File: src/rtl/sjoin_pkg.sv
package sjoin_pkg;
  typedef enum logic [2:0] {
    LAST_ZERO  = 3'd0,
    LAST_CART  = 3'd1,
    LAST_PHASE = 3'd2,
    LAST_OR    = 3'd3,
    LAST_AND   = 3'd4
  } last_pol_e;
endpackage

File: src/rtl/sjoin_chan_buf.sv
// One-entry operand buffer; payload persists after pop as the held value.
module sjoin_chan_buf #(
  parameter int W = 8
) (
  input  logic         clk_i,
  input  logic         rst_ni,
  input  logic         en_i,
  input  logic         valid_i,
  output logic         ready_o,
  input  logic [W-1:0] data_i,
  input  logic         pop_i,
  output logic         full_o,
  output logic [W-1:0] data_o
);
  logic         full_q;
  logic [W-1:0] data_q;
  logic         accept;

  assign ready_o = !full_q && en_i;
  assign accept  = valid_i && ready_o;

  always_ff @(posedge clk_i or negedge rst_ni) begin
    if (!rst_ni) begin
      full_q <= 1'b0;
      data_q <= '0;
    end else if (en_i) begin
      if (accept) begin
        full_q <= 1'b1;
        data_q <= data_i;
      end else if (pop_i) begin
        full_q <= 1'b0;
      end
    end
  end

  assign full_o = full_q;
  assign data_o = data_q;

  a_r6_accept_fills: assert property (@(posedge clk_i) disable iff (!rst_ni)
    valid_i && ready_o |=> full_q && !ready_o);
endmodule

File: src/rtl/sjoin_last_merge.sv
module sjoin_last_merge import sjoin_pkg::*; #(
  parameter last_pol_e POLICY = LAST_OR
) (
  input  logic cart_vld_i,
  input  logic cart_last_i,
  input  logic ph_vld_i,
  input  logic ph_last_i,
  output logic last_o
);
  logic c_l, p_l;
  assign c_l = cart_vld_i && cart_last_i;
  assign p_l = ph_vld_i && ph_last_i;

  always_comb begin
    case (POLICY)
      LAST_CART:  last_o = c_l;
      LAST_PHASE: last_o = p_l;
      LAST_OR:    last_o = c_l || p_l;
      LAST_AND:   last_o = (cart_vld_i || ph_vld_i)
                        && (!cart_vld_i || cart_last_i)
                        && (!ph_vld_i || ph_last_i);
      default:    last_o = 1'b0;
    endcase
  end
endmodule

File: src/rtl/sjoin_out_reg.sv
module sjoin_out_reg #(
  parameter int W = 8
) (
  input  logic         clk_i,
  input  logic         rst_ni,
  input  logic         en_i,
  input  logic         load_i,
  input  logic [W-1:0] data_i,
  input  logic         ready_i,
  output logic         free_o,
  output logic         valid_o,
  output logic [W-1:0] data_o
);
  logic         valid_q;
  logic [W-1:0] data_q;

  assign free_o = !valid_q || ready_i;

  always_ff @(posedge clk_i or negedge rst_ni) begin
    if (!rst_ni) begin
      valid_q <= 1'b0;
      data_q  <= '0;
    end else if (en_i) begin
      if (load_i) begin
        valid_q <= 1'b1;
        data_q  <= data_i;
      end else if (ready_i) begin
        valid_q <= 1'b0;
      end
    end
  end

  assign valid_o = valid_q;
  assign data_o  = data_q;

  a_r7_hold_on_stall: assert property (@(posedge clk_i) disable iff (!rst_ni)
    valid_q && !ready_i && en_i |=> valid_q && $stable(data_q));
  a_r9_freeze: assert property (@(posedge clk_i) disable iff (!rst_ni)
    !en_i |=> $stable(valid_q) && $stable(data_q));
endmodule

File: src/rtl/sjoin_top.sv
module sjoin_top import sjoin_pkg::*; #(
  parameter int        CART_W      = 16,
  parameter int        PHASE_W     = 16,
  parameter int        CUSER_W     = 4,
  parameter int        PUSER_W     = 4,
  parameter bit        BLOCKING    = 1'b1,
  parameter last_pol_e LAST_POLICY = LAST_OR
) (
  input  logic                       clk_i,
  input  logic                       rst_ni,
  input  logic                       en_i,
  input  logic                       cart_valid_i,
  output logic                       cart_ready_o,
  input  logic [CART_W-1:0]          cart_data_i,
  input  logic                       cart_last_i,
  input  logic [CUSER_W-1:0]         cart_user_i,
  input  logic                       phase_valid_i,
  output logic                       phase_ready_o,
  input  logic [PHASE_W-1:0]         phase_data_i,
  input  logic                       phase_last_i,
  input  logic [PUSER_W-1:0]         phase_user_i,
  output logic                       dout_valid_o,
  input  logic                       dout_ready_i,
  output logic [CART_W-1:0]          dout_cart_o,
  output logic [PHASE_W-1:0]         dout_phase_o,
  output logic [CUSER_W+PUSER_W-1:0] dout_user_o,
  output logic                       dout_last_o
);
  localparam int CB_W  = CART_W + CUSER_W + 1;
  localparam int PB_W  = PHASE_W + PUSER_W + 1;
  localparam int OUT_W = CART_W + PHASE_W + CUSER_W + PUSER_W + 1;

  logic            c_full, p_full, fire, out_free, ready_eff, last_m;
  logic [CB_W-1:0] c_buf;
  logic [PB_W-1:0] p_buf;
  logic [OUT_W-1:0] out_d, out_q;

  // Non-blocking output never stalls.
  assign ready_eff = BLOCKING ? dout_ready_i : 1'b1;

  sjoin_chan_buf #(.W(CB_W)) u_cart_buf (
    .clk_i, .rst_ni, .en_i,
    .valid_i(cart_valid_i), .ready_o(cart_ready_o),
    .data_i({cart_last_i, cart_user_i, cart_data_i}),
    .pop_i(fire && c_full), .full_o(c_full), .data_o(c_buf)
  );

  sjoin_chan_buf #(.W(PB_W)) u_phase_buf (
    .clk_i, .rst_ni, .en_i,
    .valid_i(phase_valid_i), .ready_o(phase_ready_o),
    .data_i({phase_last_i, phase_user_i, phase_data_i}),
    .pop_i(fire && p_full), .full_o(p_full), .data_o(p_buf)
  );

  generate
    if (BLOCKING) begin : g_blk
      assign fire = c_full && p_full && out_free;
    end else begin : g_nblk
      assign fire = (c_full || p_full) && out_free;
    end
  endgenerate

  sjoin_last_merge #(.POLICY(LAST_POLICY)) u_last (
    .cart_vld_i(c_full), .cart_last_i(c_buf[CB_W-1]),
    .ph_vld_i(p_full),   .ph_last_i(p_buf[PB_W-1]),
    .last_o(last_m)
  );

  assign out_d = {last_m, p_buf[PB_W-2 -: PUSER_W], c_buf[CB_W-2 -: CUSER_W],
                  p_buf[PHASE_W-1:0], c_buf[CART_W-1:0]};

  sjoin_out_reg #(.W(OUT_W)) u_out (
    .clk_i, .rst_ni, .en_i,
    .load_i(fire), .data_i(out_d), .ready_i(ready_eff),
    .free_o(out_free), .valid_o(dout_valid_o), .data_o(out_q)
  );

  assign dout_cart_o  = out_q[CART_W-1:0];
  assign dout_phase_o = out_q[CART_W +: PHASE_W];
  assign dout_user_o  = out_q[CART_W+PHASE_W +: CUSER_W+PUSER_W];
  assign dout_last_o  = out_q[OUT_W-1];

  generate
    if (BLOCKING) begin : g_chk_blk
      a_r1_needs_both: assert property (@(posedge clk_i) disable iff (!rst_ni)
        $rose(dout_valid_o) |-> $past(c_full && p_full));
    end else begin : g_chk_nblk
      a_r2_single_fires: assert property (@(posedge clk_i) disable iff (!rst_ni)
        en_i && (c_full || p_full) |=> dout_valid_o);
    end
  endgenerate
endmodule

File: config.mk
export PLATFORM = sky130hd
export DESIGN_NAME = sjoin_top
export DESIGN_NICKNAME = d
export VERILOG_FILES = /design/src/rtl/sjoin_pkg.sv /design/src/rtl/sjoin_chan_buf.sv /design/src/rtl/sjoin_last_merge.sv /design/src/rtl/sjoin_out_reg.sv /design/src/rtl/sjoin_top.sv
export SDC_FILE = /design/constraint.sdc
export NUM_CORES = 1
export LEC_CHECK = 0
export CELL_PAD_IN_SITES_DETAIL_PLACEMENT = 1
export CELL_PAD_IN_SITES_GLOBAL_PLACEMENT = 2
export CORE_UTILIZATION = 35
export CTS_BUF_LIST = sky130_fd_sc_hd__clkbuf_8 sky130_fd_sc_hd__clkbuf_16
export CTS_CLUSTER_DIAMETER = 40
export DETAILED_ROUTE_END_ITERATION = 7
export PLACE_DENSITY = 0.87
export SKIP_LAST_GASP = 1
export SYNTH_ARGS = -nofsm -noshare
export SYNTH_HDL_FRONTEND = slang
export SYNTH_SLANG_ARGS = --single-unit
File: constraint.sdc
create_clock -name clk_i -period 2.3 [get_ports clk_i]
set_input_delay 0.46 -clock clk_i [delete_from_list [all_inputs] [get_ports clk_i]]
set_output_delay 0.46 -clock clk_i [all_outputs]
set_load 0.03 [all_outputs]
# ---- Word level (Yosys, flattened, before mapping)
# Index checks and enable logic that the tools add are counted.
dict set report word_totals {
  reg_bits 86
  input_bits 48
  elab_cells 36
}
dict set report op_classes {
  muxes 6
  n_reduce_logical 24
}
# op count
set op_table {}
lappend op_table {{2-bit AND reduction} 6}
lappend op_table {{1-bit logical AND} 10}
lappend op_table {{1-bit two-way mux} 6}
lappend op_table {{2-bit nonzero test} 3}
lappend op_table {{1-bit zero test} 3}
lappend op_table {{1-bit logical OR} 2}

# ---- Logic depth before layout (Yosys ltp)
dict set report logic_depth {
  ltp_word 6
  depth_mapped 4
  depth_no_buf 3
}

# ---- By module
# From an unflattened synthesis, not the netlist that was laid out.
dict set report unflattened {
  hier_cells 193
  area_unflattened_um2 3646.0
}
# mod n_inst cells_per_inst area_each_um2 seq_area_each_um2
set by_module_without_submodules {}
lappend by_module_without_submodules {sjoin_chan_buf 2 49 922.1 550.5}
lappend by_module_without_submodules {sjoin_out_reg 1 91 1774.2 1051.0}
lappend by_module_without_submodules {sjoin_top 1 3 18.8 0.0}
lappend by_module_without_submodules {sjoin_last_merge 1 1 8.8 0.0}

# ---- Least setup slack after synthesis
# OpenSTA, ideal clock, no wires.
dict set report synth_path {
  kind {reg-to-reg}
  startpoint {register u_phase_buf.full_q (netlist: u_phase_buf.full_o)}
  endpoint {register u_phase_buf.data_q[14] (netlist: u_phase_buf.data_o[14])}
  arrival_ps 1364
  required_ps 2173
  setup_slack_ps 809
  path_stages_with_launch 5
  path_cell_list {dfrtp_1 and2b_1 nand2_2 buf_6 mux2_1}
}
dict set report synth_between {
  elab_chain_cells 4
}
# item line
set synth_lines {}
lappend synth_lines {{from (decl)} sjoin_chan_buf.sv:15} ;# logic full_q;
lappend synth_lines {{from (signal assigned)} sjoin_chan_buf.sv:24} ;# full_q <= 1'b0;
lappend synth_lines {{from (signal assigned)} sjoin_chan_buf.sv:28} ;# full_q <= 1'b1;
lappend synth_lines {{from (signal assigned)} sjoin_chan_buf.sv:31} ;# full_q <= 1'b0;
lappend synth_lines {{1-bit zero test} sjoin_chan_buf.sv:19} ;# assign ready_o = !full_q && en_i;
lappend synth_lines {{1-bit logical AND} sjoin_chan_buf.sv:19}
lappend synth_lines {{net phase_ready_o} sjoin_top.sv:18} ;# output logic phase_ready_o,
lappend synth_lines {{1-bit logical AND} sjoin_chan_buf.sv:20} ;# assign accept = valid_i && ready_o;
lappend synth_lines {{2-bit AND reduction (no line)} -}
lappend synth_lines {{to (signal assigned)} sjoin_chan_buf.sv:29} ;# data_q <= data_i;
lappend synth_lines {{to (decl)} sjoin_chan_buf.sv:16} ;# logic [W-1:0] data_q;
# The timed path passes the listed nets, and every way through them passes these cells.
# A chain may end at the register's enable or synchronous reset.

# ---- Final worst setup path
dict set report layout_path {
  startpoint {register u_out.valid_q (netlist: u_out.valid_o)}
  endpoint {output port dout_valid_o}
}
# item line
set layout_rtl {}
lappend layout_rtl {{from (decl)} sjoin_out_reg.sv:14} ;# logic valid_q;
lappend layout_rtl {{from (signal assigned)} sjoin_out_reg.sv:21} ;# valid_q <= 1'b0;
lappend layout_rtl {{from (signal assigned)} sjoin_out_reg.sv:25} ;# valid_q <= 1'b1;
lappend layout_rtl {{from (signal assigned)} sjoin_out_reg.sv:28} ;# valid_q <= 1'b0;
lappend layout_rtl {{to (decl)} sjoin_top.sv:22} ;# output logic dout_valid_o,
# No word-level cell between the ends.

==> reports/metrics.yaml <==
yosys:
  syn_inst: 192
  ys_warn_count: 0
  netlist_area_sq_mm: 0.003279
  synth_cell_type_count: 13
  syn_nets: 240
  synth-seq-cells: 86
  ys_seq_area_share_pct: 65.62
  avgSynthCellArea_sq_um: 17.08
min_path:
  hold_path_class: "input pin to async pin"
timing:
  hold_viol_final: 0
  maxSlewViolCount: 0
  tightest_slew_ns: 0.6388
  worst_slack_ns: 0.3702
  clock.fmax_mhz: 518.2
  period_share_pct: 83.90
  setup_violations: 0
  rsz0062_at_grt: "no"
  fin_setup_tns_ns: 0
  maxSlewHeadroom_pct: 57.41
  min_period_ns: 1.930
  skew_ns: 0.007317
global_route:
  grt-ovfl-total: 0
  grt_antenna_before_repair: 0
  grt_max_degree: 51
  grtUsageTotal_pct: 14.18
  grt_pass1_wl_microns: 10560
  grt_pass1_vias: 2159
clock_network:
  cts_root_buf: "clkbuf_8"
  htree_levels: 3
  cts_buffers: 9
  clock_latency_ns: 0.34
  cts_setup_buffers: 0
  tritoncts: "built"
  path_clk_slew_ns: 0.08
  clock_path_buffers: 2
  cts.sinks: 86
  ctsHoldBuffers: 0
  cts_resized: 0
worst_setup_path:
  critical_path.startpoint_type: "register"
  worstPathMaxFanout: 3
  crit_slowest_cell: "clkdlybuf4s50_1"
  rrSetupSlack_ns: 0.86
  timing_worst_setup_path_type: "register to output pin"
  arrival_ns: 1.47
  cp.required_ns: 1.84
  end_kind: "output pin"
  crit_chain: "clkdlybuf4s50_1"
  cp_slowest_stage_delay_ns: 0.70
  cp_top_family: "buffers and inverters"
  cp_num_buf_inv: 1
route:
  drtPass1Iterations: 3
  ant_nets: 0
  wirelength_microns: 6340
  drt_iter0_drc: 15
  vias_per_cell: 4.719
  drc: 0
  drt-wirelength-per-cell_microns: 15.65
  vias: 1911
cells_and_area:
  synthToLayoutAreaGrowth_pct: 37.85
  diodes: 0
  final_cell_mix: "clkdlybuf4s50_1, dfrtp_1, mux2_2"
  seqCellArea_sq_mm: 0.002152
  multi_input_area_sq_mm: 0.001026
  fillers: 894
  finalNetCount: 340
  final_layout_size_suffix_gt1_share_pct: 34.34
  final_cells: 405
  mostFrequentLayoutCell: "clkdlybuf4s50_1"
placed_design:
  dp_cells: 389
  dp_slack_ns: 0.2564
  dp_hpwl_microns: 4389
  port_buffers: 91
  gp_congestion: 0.6367
power_and_ir_drop:
  leakagePower_nw: 1.937
  p_total_w: 0.006537
  irDropWorstVdd_mv: 0.6868
  power_density_mw_per_mm2: 1446
run_status:
  status: "complete, no violations"
die:
  initial_core_util_pct: 36.88
  die_h_microns: 98.80
  coreArea_sq_mm: 0.008891
  fp.dieArea_sq_mm: 0.009760
  fp.dieW_microns: 98.80
  pin_count: 92
  num_rows: 34
run:
  max_cap_violations: 0
-- synthesized netlist by cell type --
master   count  share of area [%]
inv_1        3               0.34
mux2_4       2               0.92
nand3_2      1               0.31
mux2_2      72                 25
a22o_1       1               0.27
mux2_1       9                3.1
dfrtp_1     86                 66
a21oi_4      1               0.50
and2b_1      2               0.46
nand2_1      3               0.34
buf_6        8                2.7
nand2_2      2               0.38
o21ai_0      2               0.31
-- sequential cells by signal, summed over array words and instances, names as in the netlist --
register            flops
u_phase_buf.full_o      1
u_phase_buf.data_o     21
u_cart_buf.full_o       1
u_out.valid_o           1
u_out.data_o           41
u_cart_buf.data_o      21
-- cell families after synthesis --
logic type | share of synthesized area [%]
buffers and inverters | 3.091
muxes | 28.73
AOI/OAI and AO/OA | 1.068
and+or+nand+nor | 1.488
DFF | 65.62
-- worst paths after layout --
path,startpoint,depth (start not counted),endpoint
max in group asynchronous,rst_ni,2,u_cart_buf.data_o[2]
min in group clk_i,u_out.data_o[26],1,u_out.data_o[26]
worst max-delay path,u_out.valid_o,1,dout_valid_o
worst min-delay path,rst_ni,1,u_out.data_o[19]
worst max register to register,u_phase_buf.full_o,4,u_out.data_o[23]
worst min register to register,u_out.data_o[26],1,u_out.data_o[26]
-- stage by stage --
stage	hold WS, ns	util, %	instance area [sq um]
finish	0.1295	50.84	4521
global route	0.1611	50.84	4521
CTS	0.1414	50.84	4521
detailed placement	0.4737	48.48	4310
global placement	0.4670	48.48	4310
floorplan	0.1644	-	3279
-- power breakdown --
part / internal, W / switching, W
registers: 0.00228 / 0.000397
clock network: 0.000561 / 0.000513
logic: 0.00144 / 0.00134
-- metal layers --
| layer | share of wire (%) | up-vias | track usage, % |
|---|---|---|---|
| met3 | 5.4 | 10 | 3.121 |
| met1 | 44 | 974 | 18.06 |
| met4 | 1.6 | 0 | 6.200 |
| met2 | 48 | 60 | 23.29 |
| li1 | - | 867 | - |
| met5 | 0 | - | 0 |
-- layout make-up --
type	count	area share (%)
multi-input cells	95	22.70
clock inverters	5	1.301
flip-flops and latches	86	47.61
clock buffers	11	3.349
inverters	3	0.2491
repair buffers	97	21.81
well taps	108	2.989
(Power assumes the default switching activity.)
